### config.mk
export PLATFORM = sky130hd
export DESIGN_NAME = gpio_buzz_port
export DESIGN_NICKNAME = d
export VERILOG_FILES = /design/src/rtl/gpio_buzz_pkg.sv /design/src/rtl/gpio_port_bank.sv /design/src/rtl/gpio_buzz_mux.sv /design/src/rtl/gpio_wake_detect.sv /design/src/rtl/gpio_buzz_port.sv
export SDC_FILE = /design/constraint.sdc
export NUM_CORES = 1
export LEC_CHECK = 0
export BUFFER_PORTS_ARGS = -buffer_cell sky130_fd_sc_hd__buf_2
export CAP_MARGIN = 25
export CORE_MARGIN = 3
export CORE_UTILIZATION = 47
export DETAILED_ROUTE_END_ITERATION = 8
export PLACE_DENSITY = 0.81
export REMOVE_ABC_BUFFERS = 1
export SYNTH_ARGS = -nofsm -noshare
export SYNTH_HDL_FRONTEND = slang
export SYNTH_SLANG_ARGS = --single-unit
### constraint.sdc
create_clock -name clk -period 1.7 [get_ports clk]
set_clock_uncertainty 0.2 [all_clocks]
set_input_delay 0.17 -clock clk [delete_from_list [all_inputs] [get_ports clk]]
set_output_delay 0.17 -clock clk [all_outputs]
set_load 0.01 [all_outputs]
### src/rtl/gpio_buzz_pkg.sv
// Package: shared register addresses, bus operation codes and the
// read-modify-write helper used by every port bank.
package gpio_buzz_pkg;

    localparam logic [7:0] ADDR_A_DAT = 8'h12;
    localparam logic [7:0] ADDR_A_CTL = 8'h13;
    localparam logic [7:0] ADDR_B_DAT = 8'h14;
    localparam logic [7:0] ADDR_B_CTL = 8'h15;
    localparam logic [7:0] ADDR_C_DAT = 8'h16;
    localparam logic [7:0] ADDR_C_CTL = 8'h17;

    typedef enum logic [1:0] {
        OP_WRITE = 2'd0,
        OP_SET   = 2'd1,
        OP_CLR   = 2'd2,
        OP_CPL   = 2'd3
    } bus_op_e;

    // Compute the value stored by a bus operation from the current read value.
    function automatic logic [7:0] apply_op(bus_op_e op, logic [2:0] bsel,
                                            logic [7:0] cur, logic [7:0] wd);
        logic [7:0] r;
        case (op)
            OP_WRITE: r = wd;
            OP_SET:   r = cur | (8'b1 << bsel);
            OP_CLR:   r = cur & ~(8'b1 << bsel);
            default:  r = ~cur;
        endcase
        return r;
    endfunction

endpackage

### src/rtl/gpio_port_bank.sv
// Module: one port's output latch and direction register plus read logic.
// Assumes W <= 8; bits above W read 0 and ignore writes. Input lines are
// resolved from pad level, external-drive flag and the port's pull-high.
module gpio_port_bank
    import gpio_buzz_pkg::*;
#(
    parameter int         W         = 8,
    parameter logic [7:0] DATA_ADDR = 8'h12,
    parameter logic [7:0] CTRL_ADDR = 8'h13
) (
    input  logic         clk,
    input  logic         rst_n,
    input  logic [7:0]   bus_addr,
    input  logic         bus_wr,
    input  logic [1:0]   bus_op,
    input  logic [2:0]   bus_bsel,
    input  logic [7:0]   bus_wdata,
    input  logic [W-1:0] pad_in,
    input  logic [W-1:0] ext_en,
    input  logic         pull_en,
    output logic [7:0]   rd_val,
    output logic [W-1:0] lat_q,
    output logic [W-1:0] dir_q,
    output logic [W-1:0] res_o
);

    logic         hit_dat;
    logic         hit_ctl;
    logic [W-1:0] view;
    logic [7:0]   next_val;

    // Decode the two addresses owned by this bank.
    assign hit_dat = (bus_addr == DATA_ADDR);
    assign hit_ctl = (bus_addr == CTRL_ADDR);

    // Resolve each line: external driver wins, otherwise the pull option.
    always_comb begin
        for (int i = 0; i < W; i++) begin
            res_o[i] = ext_en[i] ? pad_in[i] : pull_en;
        end
    end

    // Port view: input bits show the pad, output bits show the latch.
    always_comb begin
        for (int i = 0; i < W; i++) begin
            view[i] = dir_q[i] ? res_o[i] : lat_q[i];
        end
    end

    // Read mux, zero-extended so unimplemented high bits read 0.
    always_comb begin
        rd_val = 8'h00;
        if (hit_dat) rd_val = 8'(view);
        else if (hit_ctl) rd_val = 8'(dir_q);
    end

    // Value stored by the current operation, based on what a read returns.
    assign next_val = apply_op(bus_op_e'(bus_op), bus_bsel, rd_val, bus_wdata);

    // Register update with synchronous reset to all ones.
    always_ff @(posedge clk) begin
        if (!rst_n) begin
            lat_q <= '1;
            dir_q <= '1;
        end else if (bus_wr) begin
            if (hit_dat) lat_q <= next_val[W-1:0];
            if (hit_ctl) dir_q <= next_val[W-1:0];
        end
    end

endmodule

### src/rtl/gpio_buzz_mux.sv
// Module: port B pad driver with the complementary buzzer pair on lines
// 0 and 1. Assumes W >= 2. Drive enables always follow direction.
module gpio_buzz_mux #(
    parameter int W = 8
) (
    input  logic [W-1:0] lat,
    input  logic [W-1:0] dir,
    input  logic         buz_en,
    input  logic         tmr_tog,
    output logic [W-1:0] oe,
    output logic [W-1:0] out
);

    logic buz_p;
    logic buz_n;

    // Buzzer phases, both gated by the lowest line's latch bit only.
    assign buz_p = lat[0] & tmr_tog;
    assign buz_n = lat[0] & ~tmr_tog;

    // Drive enable is the inverse of the direction bit on every line.
    assign oe = ~dir;

    // Pad values: latch, with lines 0 and 1 replaced when buzzing.
    always_comb begin
        out = lat;
        if (buz_en) begin
            out[0] = buz_p;
            out[1] = buz_n;
        end
    end

endmodule

### src/rtl/gpio_wake_detect.sv
// Module: port A change detector. Samples the resolved levels every clock
// and pulses wake for one cycle when an input-mode line changed. Armed only
// after the first sample following reset.
module gpio_wake_detect #(
    parameter int W = 8
) (
    input  logic         clk,
    input  logic         rst_n,
    input  logic [W-1:0] res,
    input  logic [W-1:0] dir,
    output logic         wake
);

    logic [W-1:0] prev_q;
    logic         armed_q;
    logic [W-1:0] diff;

    // Changed lines that are currently inputs.
    assign diff = (res ^ prev_q) & dir;

    // Sample history, arm flag and registered wake pulse.
    always_ff @(posedge clk) begin
        if (!rst_n) begin
            prev_q  <= '1;
            armed_q <= 1'b0;
            wake    <= 1'b0;
        end else begin
            prev_q  <= res;
            armed_q <= 1'b1;
            wake    <= armed_q && (|diff);
        end
    end

endmodule

### src/rtl/gpio_buzz_port.sv
// Module: top of the three-port I/O block. Assumes PA_W and PB_W up to 8,
// PB_W >= 2 for the buzzer pair, PC_W up to 8. Read data is combinational.
module gpio_buzz_port
    import gpio_buzz_pkg::*;
#(
    parameter int PA_W = 8,
    parameter int PB_W = 8,
    parameter int PC_W = 5
) (
    input  logic            clk,
    input  logic            rst_n,
    input  logic [7:0]      bus_addr,
    input  logic            bus_wr,
    input  logic [1:0]      bus_op,
    input  logic [2:0]      bus_bsel,
    input  logic [7:0]      bus_wdata,
    output logic [7:0]      bus_rdata,
    input  logic [2:0]      pull_en,
    input  logic            buz_en,
    input  logic            tmr_tog,
    input  logic [PA_W-1:0] pa_in,
    input  logic [PA_W-1:0] pa_ext,
    input  logic [PB_W-1:0] pb_in,
    input  logic [PB_W-1:0] pb_ext,
    input  logic [PC_W-1:0] pc_in,
    input  logic [PC_W-1:0] pc_ext,
    output logic [PA_W-1:0] pa_oe,
    output logic [PA_W-1:0] pa_out,
    output logic [PB_W-1:0] pb_oe,
    output logic [PB_W-1:0] pb_out,
    output logic [PC_W-1:0] pc_oe,
    output logic [PC_W-1:0] pc_out,
    output logic            wake
);

    logic [7:0]      rd_a, rd_b, rd_c;
    logic [PA_W-1:0] lat_a, dir_a, res_a;
    logic [PB_W-1:0] lat_b, dir_b, res_b;
    logic [PC_W-1:0] lat_c, dir_c, res_c;

    gpio_port_bank #(.W(PA_W), .DATA_ADDR(ADDR_A_DAT), .CTRL_ADDR(ADDR_A_CTL)) u_bank_a (
        .clk(clk), .rst_n(rst_n), .bus_addr(bus_addr), .bus_wr(bus_wr),
        .bus_op(bus_op), .bus_bsel(bus_bsel), .bus_wdata(bus_wdata),
        .pad_in(pa_in), .ext_en(pa_ext), .pull_en(pull_en[0]),
        .rd_val(rd_a), .lat_q(lat_a), .dir_q(dir_a), .res_o(res_a)
    );

    gpio_port_bank #(.W(PB_W), .DATA_ADDR(ADDR_B_DAT), .CTRL_ADDR(ADDR_B_CTL)) u_bank_b (
        .clk(clk), .rst_n(rst_n), .bus_addr(bus_addr), .bus_wr(bus_wr),
        .bus_op(bus_op), .bus_bsel(bus_bsel), .bus_wdata(bus_wdata),
        .pad_in(pb_in), .ext_en(pb_ext), .pull_en(pull_en[1]),
        .rd_val(rd_b), .lat_q(lat_b), .dir_q(dir_b), .res_o(res_b)
    );

    gpio_port_bank #(.W(PC_W), .DATA_ADDR(ADDR_C_DAT), .CTRL_ADDR(ADDR_C_CTL)) u_bank_c (
        .clk(clk), .rst_n(rst_n), .bus_addr(bus_addr), .bus_wr(bus_wr),
        .bus_op(bus_op), .bus_bsel(bus_bsel), .bus_wdata(bus_wdata),
        .pad_in(pc_in), .ext_en(pc_ext), .pull_en(pull_en[2]),
        .rd_val(rd_c), .lat_q(lat_c), .dir_q(dir_c), .res_o(res_c)
    );

    // Banks return 0 when not addressed, so their reads combine by OR.
    assign bus_rdata = rd_a | rd_b | rd_c;

    // Ports A and C drive their latches straight to the pads.
    assign pa_oe  = ~dir_a;
    assign pa_out = lat_a;
    assign pc_oe  = ~dir_c;
    assign pc_out = lat_c;

    gpio_buzz_mux #(.W(PB_W)) u_mux_b (
        .lat(lat_b), .dir(dir_b), .buz_en(buz_en), .tmr_tog(tmr_tog),
        .oe(pb_oe), .out(pb_out)
    );

    gpio_wake_detect #(.W(PA_W)) u_wake (
        .clk(clk), .rst_n(rst_n), .res(res_a), .dir(dir_a), .wake(wake)
    );

    // Lines of res_b and res_c only feed reads; tie them to a used net.
    logic unused_ok;
    assign unused_ok = ^{res_b, res_c};

endmodule

# [After elaboration in Yosys (flattened, before gate mapping)]
# Index checks and enable logic that the tools add are counted.
[classes] eq_ne=8 shifts=1 n_mux=53 bitwise=20 reduce_logical=9
[op_table] op="8-bit by 5-bit equality test with 1-bit output (second input constant)" count=6
[op_table] op="8-bit case mux with 3 select lines" count=2
[op_table] op="1-bit two-way mux" count=43
[op_table] op="8-bit inverter" count=5
[op_table] op="8-bit two-way mux" count=4
[op_table] op="8-bit OR" count=4
[op_table] op="8-bit bitwise AND" count=3
[op_table] op="5-bit case mux with 3 select lines" count=1
[op_table] op="2-bit AND reduction" count=6
[op_table] op="5-bit two-way mux" count=2
[op_table] op="5-bit inverter" count=2
[op_table] op="8-bit OR reduction" count=1
[op_table] op="1-bit by 3-bit << shifter with 8-bit output (first input constant)" count=1
[op_table] op="8-bit XOR" count=1
[op_table] op="5-bit bitwise AND" count=1
[op_table] op="5-bit OR" count=1
[op_table] op="1-bit bitwise AND" count=2
[op_table] op="2-bit by 1-bit equality test with 1-bit output (second input constant)" count=1
[op_table] op="2-bit equality test (second input constant)" count=1
[op_table] op="2-bit zero test" count=1
[op_table] op="2-bit two-way mux" count=1
[op_table] op="1-bit logical AND" count=1
[op_table] op="1-bit inverter" count=1
[word_totals] register_bits=52 output_inout_bits=51 word_cells=100

# [Depth between registers and ports, before layout]
# Gate-level depths: netlist (run 1).
[depth] word_depth=5 ltp_mapped=8

# [Cells and area by module]
# A second synthesis (run 1) with hierarchy kept.
[hier_totals] hier_cells=531 hier_area_um2=4101.4
[by_module_without_submodules] mod="gpio_port_bank at u_bank_b" n_inst=1 cells_each=176 area_per_inst_um2=1341.3 seq_area_each_um2=320.3
[by_module_without_submodules] mod="gpio_port_bank at u_bank_a" n_inst=1 cells_each=181 area_per_inst_um2=1338.8 seq_area_each_um2=320.3
[by_module_without_submodules] mod="gpio_port_bank at u_bank_c" n_inst=1 cells_each=103 area_per_inst_um2=858.3 seq_area_each_um2=200.2
[by_module_without_submodules] mod="gpio_wake_detect" n_inst=1 cells_each=32 area_per_inst_um2=362.8 seq_area_each_um2=200.2
[by_module_without_submodules] mod="gpio_buzz_mux" n_inst=1 cells_each=18 area_per_inst_um2=101.3 seq_area_each_um2=0.0
[by_module_without_submodules] mod="gpio_buzz_port" n_inst=1 cells_each=21 area_per_inst_um2=98.8 seq_area_each_um2=0.0

# [Worst setup path after synthesis (run 1)]
# OpenSTA, ideal clock, no wires.
[synth_timing] path_kind="input to register" from="input bus_addr[2]" to="register u_bank_a.lat_q[5]" setup_time_ps=79 t_arrival_ps=1407 t_required_ps=1421 slack_ps=14 path_stages=7 cell_sequence="buf_2 -> nor3b_2 -> and2_1 -> buf_4 -> o21a_1 -> mux2_1 -> o211ai_1"
[synth_via] elab_chain_cells=5 elab_cells_between_ends=9
[synth_rtl] element="from (decl)" line="gpio_buzz_port.sv:12" text="input logic [7:0] bus_addr,"
[synth_rtl] element="8-bit by 5-bit equality test with 1-bit output" line="gpio_port_bank.sv:34" text="assign hit_ctl = (bus_addr == CTRL_ADDR);"
[synth_rtl] element="8-bit two-way mux" line="gpio_port_bank.sv:54" text="else if (hit_ctl) rd_val = 8'(dir_q);"
[synth_rtl] element="8-bit two-way mux" line="gpio_port_bank.sv:53" text="if (hit_dat) rd_val = 8'(view);"
[synth_rtl] element="8-bit bitwise AND, or another cell as far along" line="gpio_buzz_pkg.sv:26" text="OP_CLR: r = cur & ~(8'b1 << bsel);"
[synth_rtl] element="8-bit case mux with 3 select lines" line="gpio_buzz_pkg.sv:23" text="case (op)"
[synth_rtl] element="to (signal assigned)" line="gpio_port_bank.sv:66" text="if (hit_dat) lat_q <= next_val[W-1:0];"
[synth_rtl] element="to (decl)" line="gpio_port_bank.sv:22" text="output logic [W-1:0] lat_q,"
# Parallel ways exist; a longest one is shown, timed or not.
# A chain may end at the register's enable or synchronous reset.

# [Worst setup path after layout (run 1)]
[layout_timing] from="register u_bank_a.dir_q[2]" to="output bus_rdata[2]"
[layout_via] elab_chain_cells=4 elab_cells_between_ends=5
[layout_rtl] element="from (decl)" line="gpio_port_bank.sv:23" text="output logic [W-1:0] dir_q,"
[layout_rtl] element="from (signal assigned)" line="gpio_port_bank.sv:67" text="if (hit_ctl) dir_q <= next_val[W-1:0];"
[layout_rtl] element="8-bit two-way mux or 1-bit two-way mux (tied branches)" line="gpio_port_bank.sv:54, gpio_port_bank.sv:46"
[layout_rtl] element="8-bit two-way mux *" line="gpio_port_bank.sv:53"
[layout_rtl] element="8-bit OR * (2 in a row)" line="gpio_buzz_port.sv:63" text="assign bus_rdata = rd_a | rd_b | rd_c;"
[layout_rtl] element="to (decl)" line="gpio_buzz_port.sv:17" text="output logic [7:0] bus_rdata,"
# Mark *: on every way between the ends. The rest lies on a longest branch, timed or not.

==> results.json, run 1 <==
{
  "boundaryPins": 122,
  "fp.dieH_um": 94.8,
  "arrival_ps": 1670,
  "fillCellCount": 597,
  "wl_per_cell_um": 16.4,
  "crit_required_ps": 1330,
  "crit_buf_inv": 1,
  "crit_path_cell_trace": "nor2b_1 -> a22o_1 -> or3_1 -> a21oi_2 -> buf_2",
  "layout_setup_ws_ps": -338,
  "slew_violations": 0,
  "drive_gt1_frac": 0.466,
  "numCtsBuffers": 5,
  "grt_start_max_net_pins": 25,
  "fin_util": 0.713,
  "worstHoldStart": "pa_in[0]",
  "crit_slowest_cell": "dfxtp_2",
  "final_cells": 756,
  "dr.pass1.iters": 5,
  "maxCapViolCount": 0,
  "crit_fanout": 3,
  "dp_slack_ps": -341,
  "status": "finished with violations",
  "cp-end-kind": "output port",
  "post_dp_cell_area_mm2": 0.00483,
  "fin_crit_ps": 2040,
  "final_nets": 727,
  "grt_usage": 0.268,
  "ant_nets": 0,
  "powerDensity_mw_per_mm2": 526,
  "power.total_mw": 2.79,
  "finalSetupViolations": 12,
  "overflow": 0,
  "final-hold-violation-count": 0,
  "postCtsHoldBufs": 0,
  "io_buffers": 121,
  "dp_hpwl_um": 9330,
  "cts_tree": "yes",
  "dp_cells": 735,
  "via_count": 4269,
  "ir_worst_vdd_mv": 0.369,
  "violations": "setup timing",
  "synth.largest_area_cell": "dfxtp_1",
  "cp_slowest_stage_delay_ps": 340,
  "antenna_found_initial": 0,
  "crit_path_start": "u_bank_a.dir_q[2]",
  "yosys_register_bits": 52,
  "synth_cells": 472,
  "async_flop_share": 0,
  "holdWs_ps": 13.6,
  "coreArea_mm2": 0.00745,
  "htreeDepth": 2,
  "wl_um": 12400,
  "finalCritPeriodShare": 1.20,
  "rsz0062_at_grt": "true",
  "synthesis.area_mm2": 0.00371,
  "cts_sinks": 52,
  "gp_congestion": 0.956,
  "die_w_um": 94.8,
  "detail_route.drc_violations": 0,
  "multi_input_area_mm2": 0.00260,
  "syn_to_final_growth_pct": 43.2,
  "initial_utilization": 0.498,
  "synth_edf_count": 0,
  "ys_warn_count": 0,
  "clk_latency_ps": 320,
  "cp_top_family": "simple AND/OR/NAND/NOR gates",
  "fmax_mhz": 491,
  "avgSynthCellArea_um2": 7.85,
  "clockBufferDepth": 2,
  "clkTransAtPathRegs_ps": 110,
  "yosysTopAreaCellShare": 0.281,
  "synth.area.top_cells": "dfxtp_1, mux2i_1, nand2_1",
  "grt_pass1_vias": 4119,
  "synthDistinctLibCells": 54,
  "crit-reg2reg-launch": "u_bank_a.dir_q[4]",
  "regArea_mm2": 0.00107,
  "grt_pass1_wl_um": 19400,
  "p_leak_nw": 2.55,
  "yosysSeqAreaShare": 0.281,
  "n_antenna_cell": 0,
  "tns_ps": -1800,
  "synth_ff_type": "dfxtp_1",
  "final_cell_area_mm2": 0.00531,
  "path_class": "reg -> out",
  "first_iter_violations": 238,
  "start_kind": "flop",
  "row_count": 31,
  "cts-root-buf": "clkbuf_8",
  "die_area_mm2": 0.00899,
  "worst_slew_pin_slew_ps": 570,
  "relSlewSlack": 0.619,
  "hp-class": "in -> reg",
  "vias_per_cell": 5.65
}
state kept, by name, summed over array words and instances, names as in the netlist:
name / cells
u_bank_a.dir_q: 8
u_bank_b.lat_q: 8
u_wake.wake: 1
u_bank_b.dir_q: 8
u_bank_a.lat_q: 8
u_bank_c.dir_q: 5
u_wake.armed_q: 1
u_bank_c.lat_q: 5
u_wake.prev_q: 8
area by class of cell:
type	count	share of cell area
clock buffer	5	0.0130
clock inverter	3	0.00495
sequential	52	0.201
tap	99	0.0233
inverter	27	0.0203
timing repair buffer	211	0.247
timing repair inverter	1	0.000943
multi-input combinational	358	0.490
report_power, final:
part	leakage [nW]	switching, mW	total (mW)	internal (mW)
Combinational	2.09	0.393	0.776	0.382
Clock	0.0491	0.473	0.777	0.304
Sequential	0.416	0.00794	1.24	1.23
synth_stat cells, drive strengths merged (3+ instances only):
cell type	count
dfxtp	52
nand2	43
mux2i	29
a21oi	28
nor2	28
inv	27
nor2b	25
buf	19
nand2b	19
nor3	19
o211ai	19
o22ai	19
clkbuf	16
mux2	14
nor3b	12
o21ai	10
and3	9
nor4	8
o21a	8
a22o	7
a31oi	7
nand3	7
a211oi	6
o21bai	6
xnor2	6
a211o	3
and3b	3
o31a	3
or3	3
worst min-delay path, delay by kind of cell:
kind,cells,cell delay (ps)
mux,1,80
buf+inv,2,210
simple gates,1,50
placed cells by master (no fill, tap or decap), types with 7 or more instances in the layout:
master    count
nor3b_1      10
o211ai_1     19
mux2_2       13
nor2_1       22
inv_1        22
nand2b_1     18
nor2b_1      22
nor3_1       14
o21a_1        8
buf_2       119
a31oi_1       7
dfxtp_1      36
and3_1        7
nand2_1      40
dfxtp_2      14
buf_4        86
o22ai_1      15
a21oi_1      21
mux2i_1      29
repair_timing:
item | CTS | global route
setup endpoints to repair | 14 | 30
gates cloned | 0 | 1
pin swaps | 12 | 22
resized for setup | 34 | 45
setup buffers | 9 | 4
endpoints found under the hold margin | 0 | 0
path summary, 6_finish.rpt:
check,to,slack (ps),cells past startpoint
setup / recovery,bus_rdata[2],-340,5
hold / removal,u_wake.prev_q[0],10,4
setup reg to reg,u_bank_a.lat_q[4],-40,8
hold reg to reg,u_wake.wake,230,2
metal layers:
metal  wire, µm  vias up  global-route usage  share of wire
met5          0        -                   0              0
met3        817       26              0.0351          0.066
met4        274        0              0.0962          0.022
met1       5250     2002               0.339           0.42
met2       6080      184               0.463           0.49
li1           -     2057                   -              -
cells by family (layout without fill, tap and decap cells):
kind of cell / Yosys count / in the layout / share of synthesized area
buffers and inverters: 62 / 247 / 0.0793
AO/OA/AOI/OAI: 126 / 126 / 0.231
XOR/XNOR: 8 / 8 / 0.0189
flip-flops: 52 / 52 / 0.281
multiplexers: 43 / 43 / 0.121
AND/OR/NAND/NOR: 181 / 181 / 0.269
Note: power is estimated with default switching activity, not from simulation.
==> inputs of run 2 (changes only) <==
==> constraint.sdc (replaced) <==
create_clock -name clk -period 1.7 [get_ports clk]
set_clock_uncertainty 0.2 [all_clocks]
set_input_delay 0.085 -clock clk [delete_from_list [all_inputs] [get_ports clk]]
set_output_delay 0.085 -clock clk [all_outputs]
set_load 0.01 [all_outputs]
==> results.json, run 2 (same netlist as run 1, synthesis figures left out) <==
{
  "status": "finished with violations",
  "violations": "setup timing",
  "finalCritPeriodShare": 1.17,
  "via_count": 4227,
  "reg2reg_slack_ps": -40,
  "rr_endpoint": "u_bank_a.lat_q[3]",
  "relSlewSlack": 0.592,
  "die_area_mm2": 0.00899,
  "dp_hpwl_um": 9570,
  "cp_top_family": "simple AND/OR/NAND/NOR gates",
  "finalSetupViolations": 7,
  "clockBufferDepth": 2,
  "dp_cells": 719,
  "fin_crit_ps": 1980,
  "final_common_cell": "buf_2",
  "wl_per_cell_um": 16.4,
  "tns_ps": -955,
  "boundaryPins": 122,
  "clk_latency_ps": 310,
  "final_cells": 748,
  "grt_pass1_wl_um": 18900,
  "fp.dieH_um": 94.8,
  "htreeDepth": 2,
  "p_leak_nw": 2.50,
  "grt_usage": 0.263,
  "crit_path_cell_trace": "nor2b_1 -> a22o_1 -> or3_1 -> a21oi_2 -> buf_2",
  "crit_buf_inv": 1,
  "dr.pass1.iters": 5,
  "n_antenna_cell": 0,
  "cts_tree": "yes",
  "rsz0062_at_grt": "true",
  "clkTransAtPathRegs_ps": 110,
  "cp_slowest_stage_delay_ps": 350,
  "drive_gt1_frac": 0.435,
  "worst-r2r-cell-count": 7,
  "antenna_found_initial": 0,
  "fmax_mhz": 504,
  "worst_slew_pin_slew_ps": 611,
  "io_buffers": 121,
  "cts_sinks": 52,
  "powerDensity_mw_per_mm2": 526,
  "initial_utilization": 0.498,
  "grt_pass1_vias": 3990,
  "worstHoldStart": "pa_in[3]",
  "overflow": 0,
  "ir_worst_vdd_mv": 0.345,
  "hold_depth": 4,
  "first_iter_violations": 224,
  "final_nets": 719,
  "cts-root-buf": "clkbuf_8",
  "die_w_um": 94.8,
  "vias_per_cell": 5.65,
  "wl_um": 12200,
  "crit_required_ps": 1410,
  "grt_start_max_net_pins": 25,
  "layout_setup_ws_ps": -282,
  "numCtsBuffers": 5,
  "slew_violations": 0,
  "whs_endpoint": "u_wake.prev_q[3]",
  "hp-class": "in -> reg",
  "start_kind": "flop",
  "layout_common_cells": "buf_2, buf_4, nand2_1",
  "crit_slowest_cell": "dfxtp_2",
  "final-hold-violation-count": 0,
  "gp_congestion": 0.974,
  "coreArea_mm2": 0.00745,
  "row_count": 31,
  "detail_route.drc_violations": 0,
  "arrival_ps": 1700,
  "crit_fanout": 3,
  "ant_nets": 0,
  "path_class": "reg -> out",
  "syn_to_final_growth_pct": 39.8,
  "cp-end-kind": "output port",
  "maxCapViolCount": 0,
  "crit-reg2reg-launch": "u_bank_a.dir_q[3]"
}
[run 2: power breakdown]
| part | internal, mW | total [mW] | switching [mW] |
|---|---|---|---|
| sequential | 1.23 | 1.24 | 0.00782 |
| combinational | 0.373 | 0.754 | 0.380 |
| clock | 0.296 | 0.739 | 0.443 |
| total | 1.90 | 2.73 | 0.831 |
[run 2: cell type report]
cell class	count	area [µm²]
multi-input cells	358	2540
fillers	629	2260
repair buffers	204	1250
flip-flops and latches	52	1070
well taps	99	124
inverters	27	106
clock buffers	5	68.8
clock inverters	3	22.5
[run 2: repair_timing]
item,in CTS,in global routing
buffers inserted,4,11
pin swaps,8,13
setup endpoints to repair,13,29
hold buffers,7,0
resized for setup,17,45
endpoints found under the hold margin,11,0
[run 2: per-stage QoR]
| step | total power [mW] | area (µm²) | worst slack (ps) | hold slack (ps) | utilization |
|---|---|---|---|---|---|
| after global routing | 2.84 | 5180 | -331 | 3.48 | 0.696 |
| final | 2.73 | 5180 | -282 | 8.10 | 0.696 |
| after CTS | 2.70 | 4960 | -261 | 5.07 | 0.667 |
| after global placement | 1.92 | 4710 | -199 | 148 | 0.632 |
| after detailed placement | 1.94 | 4710 | -232 | 146 | 0.632 |
| after floorplan | 1.60 | 3510 | -281 | -87.3 | - |
[run 2: routing by layer]
| metal | part of all wire | GRT usage |
|---|---|---|
| met2 | 0.50 | 0.462 |
| met4 | 0.017 | 0.0697 |
| met3 | 0.070 | 0.0454 |
| met1 | 0.41 | 0.332 |
| met5 | 0 | 0 |
[run 2: tightest hold or removal path: stages]
cell	delay, ps
buf_2	80
mux2i_1	110
buf_4	160
nand2_1	50
[run 2: how the worst max path moves through the flow]
stage / start / end / slack (ps) / cells past startpoint
floorplan: bus_addr[5] / u_bank_b.dir_q[5] / -280 / 5
global placement: pc_ext[0] / u_bank_c.lat_q[0] / -200 / 7
detailed placement: bus_addr[5] / u_bank_b.lat_q[5] / -230 / 7
CTS: u_bank_a.dir_q[3] / bus_rdata[3] / -260 / 5
global route: u_bank_a.dir_q[4] / bus_rdata[4] / -330 / 5
finish: u_bank_a.dir_q[4] / bus_rdata[4] / -280 / 5
==> inputs of run 3 (changes only) <==
CAP_MARGIN = unset   (was 25)
CORE_UTILIZATION = 48   (was 47)
CTS_CLUSTER_SIZE = 20   (was unset)
SYNTH_HIERARCHICAL = 1   (was unset)
==> results.json, run 3 <==
{
  "layout_setup_ws_ps": -207,
  "synth_cells": 531,
  "multi_input_area_mm2": 0.00313,
  "cts_tree": "yes",
  "htreeDepth": 2,
  "io_buffers": 121,
  "clk_latency_ps": 310,
  "crit-reg2reg-launch": "u_bank_a/lat_q[5]",
  "fin_util": 0.728,
  "crit_required_ps": 1410,
  "drive_gt1_frac": 0.480,
  "synth.area.top_cells": "dfxtp_1, nor2_1, mux2_2",
  "whs_endpoint": "u_wake/prev_q[4]",
  "grt_pass1_vias": 4734,
  "grt_pass1_wl_um": 22100,
  "crit_buf_inv": 1,
  "p_leak_nw": 2.82,
  "cp_top_family": "simple AND/OR/NAND/NOR gates",
  "slew_violations": 0,
  "rsz0062_at_grt": "true",
  "finalCritPeriodShare": 1.12,
  "vias_per_cell": 5.88,
  "fmax_mhz": 524,
  "overflow": 0,
  "maxCapViolCount": 0,
  "syn_to_final_growth_pct": 46.7,
  "gp_congestion": 0.958,
  "final_common_cell": "buf_2",
  "cts_sinks": 52,
  "hold_depth": 4,
  "worst-r2r-cell-count": 6,
  "finalSetupViolations": 10,
  "dp_hpwl_um": 9850,
  "status": "finished with violations",
  "reg2reg_slack_ps": -20,
  "synth_edf_count": 0,
  "synth_ff_type": "dfxtp_1",
  "synthMostInstantiatedCell": "nor2_1",
  "holdWs_ps": 41.0,
  "fillCellCount": 609,
  "initial_utilization": 0.497,
  "dr.pass1.iters": 5,
  "ir_worst_vdd_mv": 0.313,
  "arrival_ps": 1620,
  "rr_endpoint": "u_bank_a/dir_q[5]",
  "numCtsBuffers": 5,
  "avgSynthCellArea_um2": 7.72,
  "synthDistinctLibCells": 65,
  "cts-root-buf": "clkbuf_8",
  "powerDensity_mw_per_mm2": 475,
  "clockBufferDepth": 2,
  "final_nets": 806,
  "grt_start_max_net_pins": 31,
  "boundaryPins": 122,
  "crit_path_start": "u_bank_c/dir_q[4]",
  "fp.dieH_um": 98.4,
  "first_iter_violations": 361,
  "cp_slowest_stage_delay_ps": 340,
  "synthesis.area_mm2": 0.00410,
  "grt_usage": 0.272,
  "worstHoldStart": "pa_in[4]",
  "die_area_mm2": 0.00969,
  "layout_common_cells": "buf_2, buf_4, nor2_1",
  "hp-class": "in -> reg",
  "fin_crit_ps": 1910,
  "n_antenna_cell": 0,
  "crit_path_cell_trace": "or2b_1 -> o22ai_2 -> nor2_2 -> or3_1 -> buf_2",
  "detail_route.drc_violations": 0,
  "die_w_um": 98.4,
  "ys_top_cells_by_count": "nor2_1, dfxtp_1, nand2b_1",
  "clkTransAtPathRegs_ps": 100,
  "cp-end-kind": "output port",
  "yosysSeqAreaShare": 0.254,
  "wl_um": 14600,
  "via_count": 4945,
  "synth.largest_area_cell": "dfxtp_1",
  "crit_slowest_cell": "dfxtp_2",
  "path_class": "reg -> out",
  "yosysTopAreaCellShare": 0.254,
  "violations": "setup timing",
  "ys_warn_count": 6,
  "async_flop_share": 0,
  "final-hold-violation-count": 0,
  "wl_per_cell_um": 17.4,
  "regArea_mm2": 0.00110,
  "ant_nets": 0,
  "crit_fanout": 2,
  "start_kind": "flop",
  "antenna_found_initial": 0,
  "row_count": 33,
  "coreArea_mm2": 0.00826,
  "yosys_register_bits": 52
}
==> run 3: cell count changes after synthesis, moves of 12 or more <==
cell / change
nor2_1: +60
nand2_1: -35
o211ai_1: -19
nand2b_1: +17
a31oi_1: +16
mux2i_1: -16
mux2_2: +14
or3_1: +12
==> run 3: worst max-delay path by stage <==
stage / to / slack [ps] / depth (start not counted)
2_1_floorplan: u_bank_c/dir_q[0] / -8 / 4
3_3_place_gp: u_bank_c/lat_q[2] / -160 / 5
3_5_place_dp: u_bank_c/lat_q[2] / -250 / 5
4_1_cts: bus_rdata[4] / -210 / 5
5_1_grt: bus_rdata[4] / -270 / 5
6_report: bus_rdata[4] / -210 / 5
==> run 3: area by class of cell <==
class | count | share of cell area
Inverter | 27 | 0.0168
Multi-Input combinational cell | 423 | 0.520
Clock buffer | 8 | 0.0150
Timing Repair Buffer | 226 | 0.244
Sequential cell | 52 | 0.182
Tap cell | 105 | 0.0218
==> run 3: cells by family (layout without fill, tap and decap cells) <==
| group | Yosys count | count (layout) | share of synthesized area |
|---|---|---|---|
| simple gates | 248 | 248 | 0.346 |
| flops | 52 | 52 | 0.254 |
| buf+inv | 58 | 261 | 0.0720 |
| mux | 39 | 39 | 0.103 |
| xor+xnor | 8 | 8 | 0.0171 |
| other cells | 1 | 3 | 0.000914 |
| compound gates | 125 | 125 | 0.207 |
==> run 3: stage by stage <==
| step | TNS (ps) | cell area (µm²) | setup slack [ps] | std cells | power (mW) |
|---|---|---|---|---|---|
| 5_1_grt | -1660 | 6020 | -269 | 841 | 2.96 |
| 6_report | -1100 | 6020 | -207 | 841 | 2.85 |
| 2_1_floorplan | -65.6 | 3920 | -8.20 | 502 | 1.62 |
| 3_3_place_gp | -4230 | 5210 | -163 | 796 | 1.97 |
| 4_1_cts | -889 | 5670 | -210 | 827 | 2.77 |
| 3_5_place_dp | -6130 | 5210 | -246 | 796 | 1.99 |
==> run 3: report_power, final <==
part           switching [mW]  internal [mW]
Combinational           0.444          0.439
Clock                   0.410          0.333
Sequential            0.00746           1.22
Total                   0.861           1.99
==> run 3: what timing repair did <==
action | 4_1_cts | 5_1_grt
hold buffers | 3 | 0
endpoints found under the hold margin | 3 | 0
gates resized for setup | 51 | 56
endpoints found under the setup margin | 12 | 29
buffers inserted | 21 | 14
pin swaps | 20 | 29
==> run 3: per-layer routing <==
metal	global-route usage	share of wire
met5	0	0
met4	0.0914	0.030
met3	0.0410	0.070
met2	0.510	0.52
met1	0.311	0.38
==> run 3: tightest hold or removal path: cells and delay by family <==
kind          cells  cell delay [ps]
simple gates      1               90
mux               1              160
buf+inv           2              180
